### config.mk
export PLATFORM = sky130hd
export DESIGN_NAME = pwm_lock_timer
export DESIGN_NICKNAME = d
export VERILOG_FILES = /design/src/rtl/pwm_lock_pkg.sv /design/src/rtl/pwm_lock_regs.sv /design/src/rtl/pwm_lock_shadow.sv /design/src/rtl/pwm_lock_core.sv /design/src/rtl/pwm_lock_timer.sv
export SDC_FILE = /design/constraint.sdc
export NUM_CORES = 1
export LEC_CHECK = 0
export BUFFER_PORTS_ARGS = -buffer_cell sky130_fd_sc_hd__buf_2
export CORE_MARGIN = 5
export CORE_UTILIZATION = 55
export DETAILED_ROUTE_END_ITERATION = 8
export PLACE_DENSITY = 0.75
export SLEW_MARGIN = 20
export SYNTH_ARGS = -nofsm -noshare
export SYNTH_HDL_FRONTEND = slang
export SYNTH_SLANG_ARGS = --single-unit
### constraint.sdc
create_clock -name clk -period 3.75 [get_ports clk]
set_input_delay 0.75 -clock clk [delete_from_list [all_inputs] [get_ports clk]]
set_output_delay 0.75 -clock clk [all_outputs]
set_load 0.1 [all_outputs]
### src/rtl/pwm_lock_pkg.sv
package pwm_lock_pkg;

    localparam int ADDR_W = 4;

    localparam logic [ADDR_W-1:0] OFS_CNT  = 4'h0;
    localparam logic [ADDR_W-1:0] OFS_PER  = 4'h4;
    localparam logic [ADDR_W-1:0] OFS_DUTY = 4'h8;
    localparam logic [ADDR_W-1:0] OFS_CTRL = 4'hC;

    // control word bit positions
    localparam int B_EN     = 0;
    localparam int B_MODE_L = 1;
    localparam int B_MODE_H = 2;
    localparam int B_ACTHI  = 3;
    localparam int B_IDLEHI = 4;
    localparam int B_LOCK   = 6;
    localparam int CTRL_W   = 9;

    localparam logic [1:0] MODE_CONT = 2'b01;

    typedef struct packed {
        logic       act_hi;
        logic       idle_hi;
    } pol_t;

    typedef struct packed {
        logic       en;
        logic [1:0] mode;
        pol_t       pol;
        logic       lock;
    } ctrl_t;

    function automatic logic [CTRL_W-1:0] ctrl_pack(ctrl_t c);
        logic [CTRL_W-1:0] v;
        v                   = '0;
        v[B_EN]             = c.en;
        v[B_MODE_H:B_MODE_L]= c.mode;
        v[B_ACTHI]          = c.pol.act_hi;
        v[B_IDLEHI]         = c.pol.idle_hi;
        v[B_LOCK]           = c.lock;
        return v;
    endfunction

    function automatic ctrl_t ctrl_unpack(logic [CTRL_W-1:0] v);
        ctrl_t c;
        c.en          = v[B_EN];
        c.mode        = v[B_MODE_H:B_MODE_L];
        c.pol.act_hi  = v[B_ACTHI];
        c.pol.idle_hi = v[B_IDLEHI];
        c.lock        = v[B_LOCK];
        return c;
    endfunction

    function automatic logic ctrl_runs(ctrl_t c);
        return c.en && (c.mode == MODE_CONT);
    endfunction

endpackage

### src/rtl/pwm_lock_regs.sv
module pwm_lock_regs
    import pwm_lock_pkg::*;
#(
    parameter int CNT_W = 16
) (
    input  logic              clk,
    input  logic              rst,
    input  logic              bus_wr,
    input  logic [ADDR_W-1:0] bus_addr,
    input  logic [CNT_W-1:0]  bus_wdata,
    input  logic [CNT_W-1:0]  cnt,
    output logic [CNT_W-1:0]  pend_period,
    output logic [CNT_W-1:0]  pend_duty,
    output ctrl_t             ctrl,
    output logic [CNT_W-1:0]  bus_rdata
);

    always_ff @(posedge clk) begin
        if (rst) begin
            pend_period <= '0;
            pend_duty   <= '0;
            ctrl        <= '0;
        end else if (bus_wr) begin
            case (bus_addr)
                OFS_PER:  pend_period <= bus_wdata;
                OFS_DUTY: pend_duty   <= bus_wdata;
                OFS_CTRL: ctrl        <= ctrl_unpack(bus_wdata[CTRL_W-1:0]);
                default:  ;
            endcase
        end
    end

    always_comb begin
        bus_rdata = '0;
        case (bus_addr)
            OFS_CNT:  bus_rdata = cnt;
            OFS_PER:  bus_rdata = pend_period;
            OFS_DUTY: bus_rdata = pend_duty;
            OFS_CTRL: bus_rdata[CTRL_W-1:0] = ctrl_pack(ctrl);
            default:  bus_rdata = '0;
        endcase
    end

endmodule

### src/rtl/pwm_lock_shadow.sv
module pwm_lock_shadow
    import pwm_lock_pkg::*;
#(
    parameter int CNT_W = 16
) (
    input  logic             clk,
    input  logic             rst,
    input  logic [CNT_W-1:0] pend_period,
    input  logic [CNT_W-1:0] pend_duty,
    input  pol_t             pend_pol,
    input  logic             lock,
    input  logic             boundary,
    output logic [CNT_W-1:0] act_period,
    output logic [CNT_W-1:0] act_duty,
    output pol_t             act_pol
);

    logic take;
    assign take = boundary && !lock;

    always_ff @(posedge clk) begin
        if (rst) begin
            act_period <= '0;
            act_duty   <= '0;
            act_pol    <= '0;
        end else if (take) begin
            act_period <= pend_period;
            act_duty   <= pend_duty;
            act_pol    <= pend_pol;
        end
    end

    // a lock seen at an edge keeps the working set frozen across it
    assert_locked_hold_R8: assert property (@(posedge clk) disable iff (rst)
        lock |=> ($stable(act_period) && $stable(act_duty) && $stable(act_pol)));

    // the working set only moves after a boundary seen with lock clear
    assert_load_at_boundary_R7: assert property (@(posedge clk) disable iff (rst)
        (!$stable(act_period) || !$stable(act_duty) || !$stable(act_pol))
            |-> $past(boundary && !lock));

endmodule

### src/rtl/pwm_lock_core.sv
module pwm_lock_core
    import pwm_lock_pkg::*;
#(
    parameter int CNT_W = 16
) (
    input  logic             clk,
    input  logic             rst,
    input  logic             run,
    input  logic             idle_level,
    input  logic [CNT_W-1:0] act_period,
    input  logic [CNT_W-1:0] act_duty,
    input  pol_t             act_pol,
    output logic [CNT_W-1:0] cnt,
    output logic             boundary,
    output logic             pwm_out
);

    localparam int EXT_W = CNT_W + 1;

    logic [EXT_W-1:0] cnt_next;
    logic             wrap;

    assign cnt_next = {1'b0, cnt} + EXT_W'(1);
    assign wrap     = cnt_next >= {1'b0, act_period};
    assign boundary = !run || wrap;

    always_ff @(posedge clk) begin
        if (rst)           cnt <= '0;
        else if (boundary) cnt <= '0;
        else               cnt <= cnt_next[CNT_W-1:0];
    end

    always_comb begin
        if (!run)                 pwm_out = idle_level;
        else if (cnt < act_duty)  pwm_out = act_pol.act_hi;
        else                      pwm_out = act_pol.idle_hi;
    end

    // a nonzero count is always its predecessor plus one
    assert_count_step_R5: assert property (@(posedge clk) disable iff (rst)
        (cnt != '0) |-> (cnt == $past(cnt) + 1'b1));

    // while running the count stays inside the working period
    assert_cnt_bound_R5: assert property (@(posedge clk) disable iff (rst)
        (run && act_period > 1) |-> (cnt < act_period));

    // a stopped channel holds the count at zero
    assert_idle_hold_R4: assert property (@(posedge clk) disable iff (rst)
        !run |=> (cnt == '0));

endmodule

### src/rtl/pwm_lock_timer.sv
module pwm_lock_timer
    import pwm_lock_pkg::*;
#(
    parameter int CNT_W = 16
) (
    input  logic              clk,
    input  logic              rst,
    input  logic              bus_wr,
    input  logic [ADDR_W-1:0] bus_addr,
    input  logic [CNT_W-1:0]  bus_wdata,
    output logic [CNT_W-1:0]  bus_rdata,
    output logic              pwm_out
);

    logic [CNT_W-1:0] cnt;
    logic [CNT_W-1:0] pend_period;
    logic [CNT_W-1:0] pend_duty;
    logic [CNT_W-1:0] act_period;
    logic [CNT_W-1:0] act_duty;
    ctrl_t            ctrl;
    pol_t             act_pol;
    logic             boundary;
    logic             run;

    assign run = ctrl_runs(ctrl);

    pwm_lock_regs #(.CNT_W(CNT_W)) u_regs (
        .clk         (clk),
        .rst         (rst),
        .bus_wr      (bus_wr),
        .bus_addr    (bus_addr),
        .bus_wdata   (bus_wdata),
        .cnt         (cnt),
        .pend_period (pend_period),
        .pend_duty   (pend_duty),
        .ctrl        (ctrl),
        .bus_rdata   (bus_rdata)
    );

    pwm_lock_shadow #(.CNT_W(CNT_W)) u_shadow (
        .clk         (clk),
        .rst         (rst),
        .pend_period (pend_period),
        .pend_duty   (pend_duty),
        .pend_pol    (ctrl.pol),
        .lock        (ctrl.lock),
        .boundary    (boundary),
        .act_period  (act_period),
        .act_duty    (act_duty),
        .act_pol     (act_pol)
    );

    pwm_lock_core #(.CNT_W(CNT_W)) u_core (
        .clk         (clk),
        .rst         (rst),
        .run         (run),
        .idle_level  (ctrl.pol.idle_hi),
        .act_period  (act_period),
        .act_duty    (act_duty),
        .act_pol     (act_pol),
        .cnt         (cnt),
        .boundary    (boundary),
        .pwm_out     (pwm_out)
    );

endmodule

After elaboration in Yosys (flattened, before gate mapping) --
Cells that the tools add are included.
Operators by class: add/sub/neg operators 1, order comparisons 2, eq/ne operators 4, multiplexer cells 4, reductions and logical operators 10
Operators with widths (number):
- $pmux 9 s4 | 1
- $pmux 7 s3 | 1
- $add 16x1->17 const B | 1
- $ge 17x16->1 | 1
- $lt 16x16->1 | 1
- $eq 4x4->1 const B | 2
- $reduce_and 2->1 | 3
- $eq 4x3->1 const B | 1
- $logic_not 4->1 | 1
- $eq 2x1->1 const B | 1
- $logic_and 1x1->1 | 2
- $logic_not 1->1 | 2
- $mux 1 | 2
- $reduce_or 2->1 | 1
- $logic_or 1x1->1 | 1
Word-level totals: bits in registers 88, input port bits 23, output and inout port bits 17

Longest topological paths before layout --
Gate-level depths: netlist (run 1).
depth after elaboration 5, depth in mapped cells 14, depth with buffers taken out 12

Cells and area by module --
Synthesis (run 1) repeated with hierarchy kept, for this count alone.
Second synthesis, totals: cells, all modules 538, area total of the unflattened synthesis 5247.5 um^2
By module, submodules not included:
- pwm_lock_regs | instances 1, cells an instance 196, area each 2005.7 um^2, sequential area each 760.7 um^2
- pwm_lock_shadow | instances 1, cells an instance 153, area each 1659.1 um^2, sequential area each 680.7 um^2
- pwm_lock_core | instances 1, cells an instance 188, area each 1574.0 um^2, sequential area each 320.3 um^2
- pwm_lock_timer | instances 1, cells an instance 1, area each 8.8 um^2, sequential area each 0.0 um^2

Least setup slack after synthesis (run 1) --
Ideal clock, no wire load.
path type register to output, start point reg u_core.cnt[2], end point out pwm_out, arrival time 2.774 ns, required time 3.000 ns, path slack 0.226 ns, cell stages (with the launch flop) 8, path buffers 0, cells stage by stage dfxtp_1 ha_1 a211oi_1 o21ai_0 a21oi_1 o21ai_0 mux2i_1 a21oi_1
On the way: cells in the longest elaborated chain, start to end 3
Ends and longest elaborated chain:
- start, declared | line pwm_lock_core.sv:13 | output logic [CNT_W-1:0] cnt,
- start signal, assigned | line pwm_lock_core.sv:30 | else cnt <= cnt_next[CNT_W-1:0];
- $lt 16x16->1 | line pwm_lock_core.sv:35 | else if (cnt < act_duty) pwm_out = act_pol.act_hi;
- $mux 1 | line pwm_lock_core.sv:35
- $mux 1 | line pwm_lock_core.sv:34 | if (!run) pwm_out = idle_level;
- end, declared | line pwm_lock_timer.sv:12 | output logic pwm_out
Every way passes these cells.

Worst setup path in the final report (run 1) --
start point reg u_core.cnt[0], end point reg u_shadow.act_pol[0] (netlist name)
On the way: cells in the longest elaborated chain, start to end 4
Ends and longest elaborated chain:
- $add 16x1->17 | line pwm_lock_core.sv:23 | assign cnt_next = {1'b0, cnt} + EXT_W'(1);
- net u_core.cnt_next[10] | line pwm_lock_core.sv:20 | logic [EXT_W-1:0] cnt_next;
- $ge 17x16->1 | line pwm_lock_core.sv:24 | assign wrap = cnt_next >= {1'b0, act_period};
- $logic_or 1x1->1 | line pwm_lock_core.sv:25 | assign boundary = !run || wrap;
- $logic_and 1x1->1 | line pwm_lock_shadow.sv:19 | assign take = boundary && !lock;
The timed path passes the listed nets, and every way through them passes these cells. A chain may end at the register's enable or synchronous reset.

==> results of run 1 <==
final cells by class:
type                    instances  share of cell area, %
repair buffers                 46                   5.17
flip-flops and latches         88                   35.0
inverters                      34                   2.56
clock buffers                  10                   2.73
multi-input cells             412                   50.0
well taps                     105                   2.61
clock inverters                 6                   1.94
power groups by stage:
stage / Combinational (uW) / Sequential, uW / Clock [uW]
3_5_place_dp: 73.6 / 969 / 0
5_1_grt: 81.8 / 949 / 814
4_1_cts: 73.8 / 947 / 774
3_3_place_gp: 71.6 / 969 / 0
6_report: 74.4 / 948 / 764
2_1_floorplan: 45.3 / 967 / 0
per-layer routing:
metal	up-vias	part of all wire, %
li1	1989	-
met4	0	1.6
met3	14	5.4
met1	1907	48
met5	-	0
met2	100	45
timing repair:
action	CTS	global route
hold endpoints to repair	0	0
setup buffers	0	0
endpoints found under the setup margin	0	1
per-stage QoR:
step	util, %	power [uW]
2_1_floorplan	-	1010
3_3_place_gp	59.0	1040
3_5_place_dp	59.0	1040
4_1_cts	61.9	1800
5_1_grt	61.9	1840
6_report	61.9	1790
worst paths after layout:
check | from | to
max | u_core.cnt[0] | u_shadow.act_pol[0]
min | u_regs.ctrl[5] | u_regs.ctrl[5]
min reg2reg | u_regs.ctrl[5] | u_regs.ctrl[5]
max reg2reg | u_core.cnt[0] | u_shadow.act_pol[0]
layout by cell type, fill, tap and decap left out, types with 2 or more instances in the layout:
| master | instances |
|---|---|
| xor2_1 | 4 |
| a21o_1 | 32 |
| buf_4 | 6 |
| inv_1 | 33 |
| nand2b_1 | 3 |
| and4_1 | 3 |
| a21bo_2 | 3 |
| nand3_1 | 36 |
| ha_1 | 32 |
| buf_2 | 39 |
| nor2_1 | 10 |
| mux2i_1 | 2 |
| o21ai_0 | 6 |
| dfxtp_1 | 88 |
| nand3_2 | 10 |
| nor2b_1 | 15 |
| a21oi_1 | 85 |
| and2_1 | 4 |
| bufinv_16 | 2 |
| and3_1 | 3 |
| a22oi_1 | 22 |
| nand2_1 | 114 |
| clkbuf_8 | 10 |
| inv_6 | 2 |
| xnor2_1 | 10 |
| nand4_1 | 7 |
cell families (layout without fill, tap and decap cells):
family                     count (synthesis)  after routing
buffers and inverters                     68             96
muxes                                      2              2
DFF                                       88             88
adders and majority gates                 32             32
xor gates and xnor gates                  14             14
and+or+nand+nor                          209            209
AOI/OAI and AO/OA                        155            155
worst min-delay path, delay by kind of cell, from the launching register on:
kind	cells	cell delay [ps]
AO/OA/AOI/OAI	1	50
flip-flops	1	340
AND/OR/NAND/NOR	1	60
registers in the layout, summed over array words and instances, names as in the netlist:
register,flops
u_shadow.act_duty,16
u_shadow.act_pol,2
u_core.cnt,16
u_shadow.act_period,16
u_regs.pend_period,16
u_regs.ctrl,6
u_regs.pend_duty,16
==> impl_metrics.env, run 1 <==
export IMPL_status="finished clean"
export IMPL_drt_iter0_markers=324
export IMPL_coreArea_um2=8130
export IMPL_seq_area_um2=1760
export IMPL_finalCritPeriodShare_pct=92.8
export IMPL_ctsHoldBuffers=0
export IMPL_holdWs_ps=484
export IMPL_startpoint_type="flop"
export IMPL_instances_no_fill=701
export IMPL_cts_resized=0
export IMPL_synth_compound_area_share_pct=20.9
export IMPL_cp_top_family="compound AO/OA/AOI/OAI gates"
export IMPL_finalMaxSlewViolations=0
export IMPL_synthMostInstantiatedCell="nand2_1"
export IMPL_pre_cts_ws_ps=316
export IMPL_combPwrFrac_pct=4.2
export IMPL_synth_top_area_share_pct=38.6
export IMPL_slowest_stage="dfxtp_1"
export IMPL_synth_warnings=0
export IMPL_syn_inst=568
export IMPL_setup_ws_ps=269
export IMPL_cap_violations=0
export IMPL_ys_ff_latch=88
export IMPL_finalHoldViolCount=0
export IMPL_p_per_area_nw_per_um2=355
export IMPL_syn2layout_area_growth_pct=10.3
export IMPL_synth_fp_nets=623
export IMPL_synthMuxAreaShare_pct=0.439
export IMPL_cts_root_buf="clkbuf_8"
export IMPL_grt_max_degree=68
export IMPL_synth_xor_area_share_pct=2.69
export IMPL_antenna_found_initial=0
export IMPL_vias=4010
export IMPL_die_area_um2=10200
export IMPL_avgSynthCellArea_um2=8.04
export IMPL_crit_chain="ha_1 -> nand4_1 -> nor2_1 -> and3_1 -> xor2_1 -> ha_1 -> a21oi_1 -> o21ai_0 -> a41oi_1 -> o211ai_4 -> buf_12 -> a21bo_2 -> a21oi_1"
export IMPL_hpwlAfterDp_um=7880
export IMPL_placed_cells=685
export IMPL_grt_pass1_vias=3760
export IMPL_htreeDepth=3
export IMPL_synth_fa_ha_area_share_pct=8.77
export IMPL_vdd_drop_max_mv=0.286
export IMPL_clkTransAtPathRegs_ps=100
export IMPL_yosys_top_cells_area="dfxtp_1 39%, nand2_1 9.4%, a21oi_1 9.3%"
export IMPL_clock_path_buffers=2
export IMPL_placed_cell_area_um2=4800
export IMPL_cts_tree="done"
export IMPL_final_fill_count=704
export IMPL_synth_top_family_by_area="simple AND/OR/NAND/NOR gates"
export IMPL_multi_input_area_um2=2510
export IMPL_start_util_pct=56.1
export IMPL_die_width_um=101
export IMPL_yosys_most_used_dff="dfxtp_1"
export IMPL_cp_num_cells=13
export IMPL_grtUsageMet1_pct=32.0
export IMPL_synth_top_area_cell="dfxtp_1"
export IMPL_drcViolationCount=0
export IMPL_power_frac_seq_pct=53.1
export IMPL_cp_data_required_time_ps=4040
export IMPL_place_gp_congestion=0.830
export IMPL_hp_class="flop to flop"
export IMPL_grt_busiest_layer="met2"
export IMPL_p_switching_uw=417
export IMPL_routed_wirelength_um=11100
export IMPL_antenna_diode_count=0
export IMPL_io_pins=40
export IMPL_placementRows=33
export IMPL_synth_common_cells="114 x nand2_1, 88 x dfxtp_1, 85 x a21oi_1, 36 x nand3_1, 34 x inv_1"
export IMPL_synth_distinct_cells=37
export IMPL_rrSetupSlack_ps=270
export IMPL_seq_area_frac_synth_pct=38.6
export IMPL_clock_skew_ps=12.5
export IMPL_tns_ps=0
export IMPL_grt_use_total_pct=22.6
export IMPL_grt_pass1_wl_um=18500
export IMPL_syn_area_um2=4560
export IMPL_cts_buffers=9
export IMPL_synthArstFlopShare_pct=0
export IMPL_setup_viol=0
export IMPL_critPathBufInv=1
export IMPL_hold_depth=2
export IMPL_relSlewSlack_pct=37.3
export IMPL_ant_nets=0
export IMPL_end_kind="flop"
export IMPL_avgViaCountPerCell=5.72
export IMPL_worst_path_max_fanout=41
export IMPL_fin_crit_ps=3480
export IMPL_fmax_mhz=287
export IMPL_p_leak_uw=0.00192
export IMPL_crit_path_max_incr_delay_ps=490
export IMPL_intPower_uw=1370
export IMPL_ff2ff_path_depth=13
export IMPL_drive_above_1_share_pct=13.4
export IMPL_use_met3_pct=3.39
export IMPL_stdcell_area_um2=5030
export IMPL_worstSetupPathType="flop to flop"
export IMPL_fin_nets=646
export IMPL_globalRouteOverflowTotal=0
export IMPL_p_sw_share_pct=23.4
export IMPL_portBuffers=39
export IMPL_worstPathArrival_ps=3770
export IMPL_route_detailed_wl_per_inst_um=15.9
export IMPL_pwr_share_clk_pct=42.8
export IMPL_rsz0062_at_grt="no"
export IMPL_synth_edf_count=0
export IMPL_clk_latency_ps=360
export IMPL_tightestPinTransition_ps=939
export IMPL_dieHeight_um=101
export IMPL_gr_usage_met2_pct=35.2
export IMPL_cts_sinks=88
export IMPL_synth_simple_area_share_pct=22.0
export IMPL_dr_pass1_iters=5
Power figures use the tool's default switching activity.
==> inputs of run 2 (changes only) <==
--- a/config.mk
+++ b/config.mk
@@ -9,6 +9,7 @@
 export CORE_MARGIN = 5
 export CORE_UTILIZATION = 55
 export DETAILED_ROUTE_END_ITERATION = 8
+export GPL_TIMING_DRIVEN = 0
 export PLACE_DENSITY = 0.75
 export SLEW_MARGIN = 20
 export SYNTH_ARGS = -nofsm -noshare
==> run 2 against run 1 <==
Net effect: critical path type is now primary input to output port; flip-flop and latch count unchanged; clock power decreased by 2%; routed wire length increased by 7.8%; highest routed layer unchanged; hold slack improved by 4.7 ps; global-route usage increased by 2.2 points; sequential share of layout area decreased by 0.66 points; register-to-register slack improved by 30 ps.
==> impl_metrics.env, run 2 (same netlist as run 1, synthesis figures left out) <==
export IMPL_vias=4161
export IMPL_finalHoldViolCount=0
export IMPL_dr_pass1_iters=5
export IMPL_placementRows=33
export IMPL_clk_latency_ps=360
export IMPL_vdd_drop_max_mv=0.236
export IMPL_drt_iter0_markers=248
export IMPL_portBuffers=39
export IMPL_grt_use_total_pct=24.8
export IMPL_route_detailed_wl_per_inst_um=16.5
export IMPL_die_area_um2=10200
export IMPL_grt_pass1_wl_um=20000
export IMPL_critical_path_most_common_cell="buf_2"
export IMPL_setup_viol=0
export IMPL_hp_class="flop to flop"
export IMPL_fmax_mhz=281
export IMPL_worst_path_max_fanout=10
export IMPL_cp_data_required_time_ps=3000
export IMPL_hold_depth=2
export IMPL_routed_wirelength_um=12000
export IMPL_cts_resized=0
export IMPL_ant_nets=0
export IMPL_relSlewSlack_pct=45.7
export IMPL_final_common_cell="nand2_1"
export IMPL_syn2layout_area_growth_pct=12.4
export IMPL_htreeDepth=3
export IMPL_avgViaCountPerCell=5.72
export IMPL_postCtsSetupBuffers=0
export IMPL_die_width_um=101
export IMPL_cap_violations=0
export IMPL_drive_above_1_share_pct=13.6
export IMPL_fin_crit_ps=3560
export IMPL_start_util_pct=56.1
export IMPL_worstSetupPathType="primary input to output port"
export IMPL_finalMaxSlewViolations=0
export IMPL_multi_input_area_um2=2510
export IMPL_clock_skew_ps=9.41
export IMPL_rrSetupSlack_ps=300
export IMPL_p_per_area_nw_per_um2=347
export IMPL_layout_common_cells="114 x nand2_1, 88 x dfxtp_1, 85 x a21oi_1, 46 x buf_2, 36 x nand3_1"
export IMPL_final_fill_count=733
export IMPL_grt_pass1_vias=4092
export IMPL_crit_chain="buf_2 -> nor4_2 -> clkbuf_1 -> a22oi_1 -> nand2_1 -> buf_2"
export IMPL_coreArea_um2=8130
export IMPL_slowest_stage="nor4_2"
export IMPL_tightestPinTransition_ps=808
export IMPL_cts_buffers=9
export IMPL_drcViolationCount=0
export IMPL_rsz0062_at_grt="no"
export IMPL_status="finished clean"
export IMPL_io_pins=40
export IMPL_holdWs_ps=488
export IMPL_crit_path_max_incr_delay_ps=730
export IMPL_grt_max_degree=16
export IMPL_worstPathArrival_ps=2810
export IMPL_fin_nets=673
export IMPL_end_kind="output port"
export IMPL_clock_path_buffers=2
export IMPL_startpoint_type="primary input"
export IMPL_cts_tree="done"
export IMPL_dieHeight_um=101
export IMPL_ctsHoldBuffers=0
export IMPL_antenna_diode_count=0
export IMPL_p_leak_uw=0.00195
export IMPL_cts_root_buf="clkbuf_8"
export IMPL_globalRouteOverflowTotal=0
export IMPL_hpwlAfterDp_um=9290
export IMPL_finalCritPeriodShare_pct=94.8
export IMPL_finish_utilization_pct=63.1
export IMPL_seq_area_um2=1760
export IMPL_place_gp_congestion=0.915
export IMPL_cts_sinks=88
export IMPL_tns_ps=0
export IMPL_antenna_found_initial=0
export IMPL_clkTransAtPathRegs_ps=80
export IMPL_ff2ff_path_depth=13
[run 2: cell types whose count changed in the layout (fill, tap and decap cells not counted), sizes merged]
cell	before	now
buf	46	50
clkinv	2	3
clkbuf	10	33
inv	36	35
[run 2: area by class of cell]
type                       instances  area share, %
tap                              105           2.56
inverter                          34           2.49
sequential                        88           34.3
clock inverter                     6           1.78
timing repair buffer              39           3.81
multi-input combinational        412           48.9
buffer                            34           3.42
clock buffer                      10           2.68
[run 2: report_power, final]
part	switching [uW]	internal [uW]	leakage [uW]	total [uW]
logic	54.6	24.4	0.00113	79.1
clock network	355	397	0.000117	752
registers	6.20	941	0.000710	948
[run 2: per-layer routing]
metal  part of all wire (%)  GRT usage, %  up-vias
li1                       -             -     2047
met1                     44          33.0     1941
met2                     48          40.2      142
met3                    5.9          5.19       31
met4                    2.0          8.08        0
met5                      0             0        -
[run 2: critical path: cells and delay by family]
kind | cells | cell delay (ps)
buffers and inverters | 3 | 1010
AOI/OAI and AO/OA | 1 | 170
and+or+nand+nor | 2 | 870
[run 2: worst paths after layout]
path                              from              endpoint
setup / recovery           bus_addr[1]          bus_rdata[7]
hold / removal    u_regs.pend_duty[15]  u_regs.pend_duty[15]
setup reg to reg         u_core.cnt[0]        u_core.cnt[12]
hold reg to reg   u_regs.pend_duty[15]  u_regs.pend_duty[15]
[run 2: stage by stage]
step                worst slack [ps]  instance area, um2  power [uW]  instances
detailed placement               215                4900        1050        712
floorplan                        226                4560        1010        568
global placement                -152                4890        1040        712
CTS                              222                5130        1790        728
global route                    85.9                5130        1850        728
finish                           195                5130        1780        728
==> inputs of run 3 (changes only) <==
--- a/config.mk
+++ b/config.mk
@@ -7,10 +7,11 @@
 export LEC_CHECK = 0
 export BUFFER_PORTS_ARGS = -buffer_cell sky130_fd_sc_hd__buf_2
 export CORE_MARGIN = 5
-export CORE_UTILIZATION = 55
+export CORE_UTILIZATION = 50
 export DETAILED_ROUTE_END_ITERATION = 8
 export GPL_TIMING_DRIVEN = 0
-export PLACE_DENSITY = 0.75
+export PLACE_DENSITY = 0.7
+export SKIP_CTS_REPAIR_TIMING = 1
 export SLEW_MARGIN = 20
 export SYNTH_ARGS = -nofsm -noshare
 export SYNTH_HDL_FRONTEND = slang
==> run 3 against run 2 <==
Net effect: via count shrank 3.6%; total power is 2.7% lower; non-clock buffer count did not move; clock skew is 0.80 ps lower; critical path depth unchanged; highest routed layer unchanged; first-iteration DRC count fell by 18%; cell area decreased by 0.34%; clock power shrank 6.5%; worst setup slack better by 34 ps; sequential share of layout area is 0.12 points higher; combinational power barely moved.
==> impl_metrics.env, run 3 (same netlist as run 1, synthesis figures left out) <==
export IMPL_grt_pass1_wl_um=19800
export IMPL_startpoint_type="primary input"
export IMPL_grt_max_degree=17
export IMPL_io_pins=40
export IMPL_pre_cts_ws_ps=225
export IMPL_final_fill_count=837
export IMPL_rsz0062_at_grt="no"
export IMPL_placed_cells=715
export IMPL_multi_input_area_um2=2510
export IMPL_critical_path_most_common_cell="buf_2"
export IMPL_cts_sinks=88
export IMPL_clock_path_buffers=2
export IMPL_drcViolationCount=0
export IMPL_crit_path_max_incr_delay_ps=730
export IMPL_relSlewSlack_pct=45.2
export IMPL_hpwlAfterDp_um=9300
export IMPL_final_common_cell="nand2_1"
export IMPL_antenna_found_initial=0
export IMPL_end_kind="output port"
export IMPL_htreeDepth=3
export IMPL_fmax_mhz=284
export IMPL_ant_nets=0
export IMPL_vdd_drop_max_mv=0.194
export IMPL_place_gp_congestion=0.868
export IMPL_cts_buffers=9
export IMPL_cts_root_buf="clkbuf_8"
export IMPL_slowest_stage="nor4_2"
export IMPL_vias=4013
export IMPL_setup_viol=0
export IMPL_portBuffers=39
export IMPL_worstPathArrival_ps=2770
export IMPL_drive_above_1_share_pct=13.5
export IMPL_worstSetupPathType="primary input to output port"
export IMPL_grt_use_total_pct=21.9
export IMPL_clock_skew_ps=8.61
export IMPL_antenna_diode_count=0
export IMPL_dieHeight_um=106
export IMPL_routed_wirelength_um=11900
export IMPL_finalCritPeriodShare_pct=93.9
export IMPL_tns_ps=0
export IMPL_holdWs_ps=482
export IMPL_route_detailed_wl_per_inst_um=16.3
export IMPL_placementRows=34
export IMPL_cap_violations=0
export IMPL_clkTransAtPathRegs_ps=90
export IMPL_setup_ws_ps=229
export IMPL_tightestPinTransition_ps=816
export IMPL_drt_iter0_markers=204
export IMPL_coreArea_um2=8810
export IMPL_clk_latency_ps=360
export IMPL_cp_data_required_time_ps=3000
export IMPL_finalMaxSlewViolations=0
export IMPL_cp_top_family="buffers and inverters"
export IMPL_fin_crit_ps=3520
export IMPL_syn2layout_area_growth_pct=12.0
export IMPL_die_width_um=106
export IMPL_crit_chain="buf_2 -> nor4_2 -> clkbuf_1 -> a22oi_1 -> nand2_1 -> buf_2"
export IMPL_instances_no_fill=731
export IMPL_globalRouteOverflowTotal=0
export IMPL_grt_pass1_vias=3992
export IMPL_critPathBufInv=3
export IMPL_seq_area_um2=1760
export IMPL_fin_nets=673
export IMPL_p_per_area_nw_per_um2=338
export IMPL_finalHoldViolCount=0
export IMPL_start_util_pct=51.8
export IMPL_status="finished clean"
export IMPL_worst_path_max_fanout=10
export IMPL_dr_pass1_iters=5
export IMPL_die_area_um2=11100
export IMPL_p_leak_uw=0.00194
export IMPL_hp_class="flop to flop"
export IMPL_avgViaCountPerCell=5.49
export IMPL_layout_common_cells="114 x nand2_1, 88 x dfxtp_1, 85 x a21oi_1, 46 x buf_2, 36 x nand3_1"
export IMPL_cts_tree="done"
run 3: path summary, 6_finish.rpt:
path / start / endpoint / slack, ps / depth (start not counted)
worst max-delay path: bus_addr[1] / bus_rdata[7] / 230 / 6
worst min-delay path: u_regs.pend_duty[15] / u_regs.pend_duty[15] / 480 / 2
worst max register to register: u_core.cnt[2] / u_shadow.act_period[10] / 320 / 13
worst min register to register: u_regs.pend_duty[15] / u_regs.pend_duty[15] / 480 / 2
run 3: tightest hold or removal path: stages (launching register included):
cell     delay (ps)
dfxtp_1         330
nand2_1          60
a21oi_1          50
run 3: metal layers:
metal	vias to the layer above	GRT usage, %	wire, um
met1	1844	29.2	5570
met2	107	37.0	5570
met5	-	0	0
met3	12	3.48	562
met4	0	6.01	184
li1	2050	-	-
run 3: layout make-up:
class,count,area share (%)
multi-input cells,412,49.0
flip-flops and latches,88,34.5
repair buffers,39,3.82
plain buffers,34,3.43
clock buffers,10,2.69
well taps,108,2.64
inverters,34,2.50
clock inverters,6,1.42
run 3: stage by stage:
stage	util, %	total power (uW)	cell area [um2]
global route	58.0	1790	5110
floorplan	-	1010	4560
finish	58.0	1730	5110
global placement	55.6	1050	4890
CTS	58.0	1740	5110
detailed placement	55.7	1050	4900
run 3: report_power, final:
part	switching (uW)	total (uW)	internal (uW)
Sequential	6.15	948	941
Clock	369	703	335
Combinational	54.5	78.9	24.4
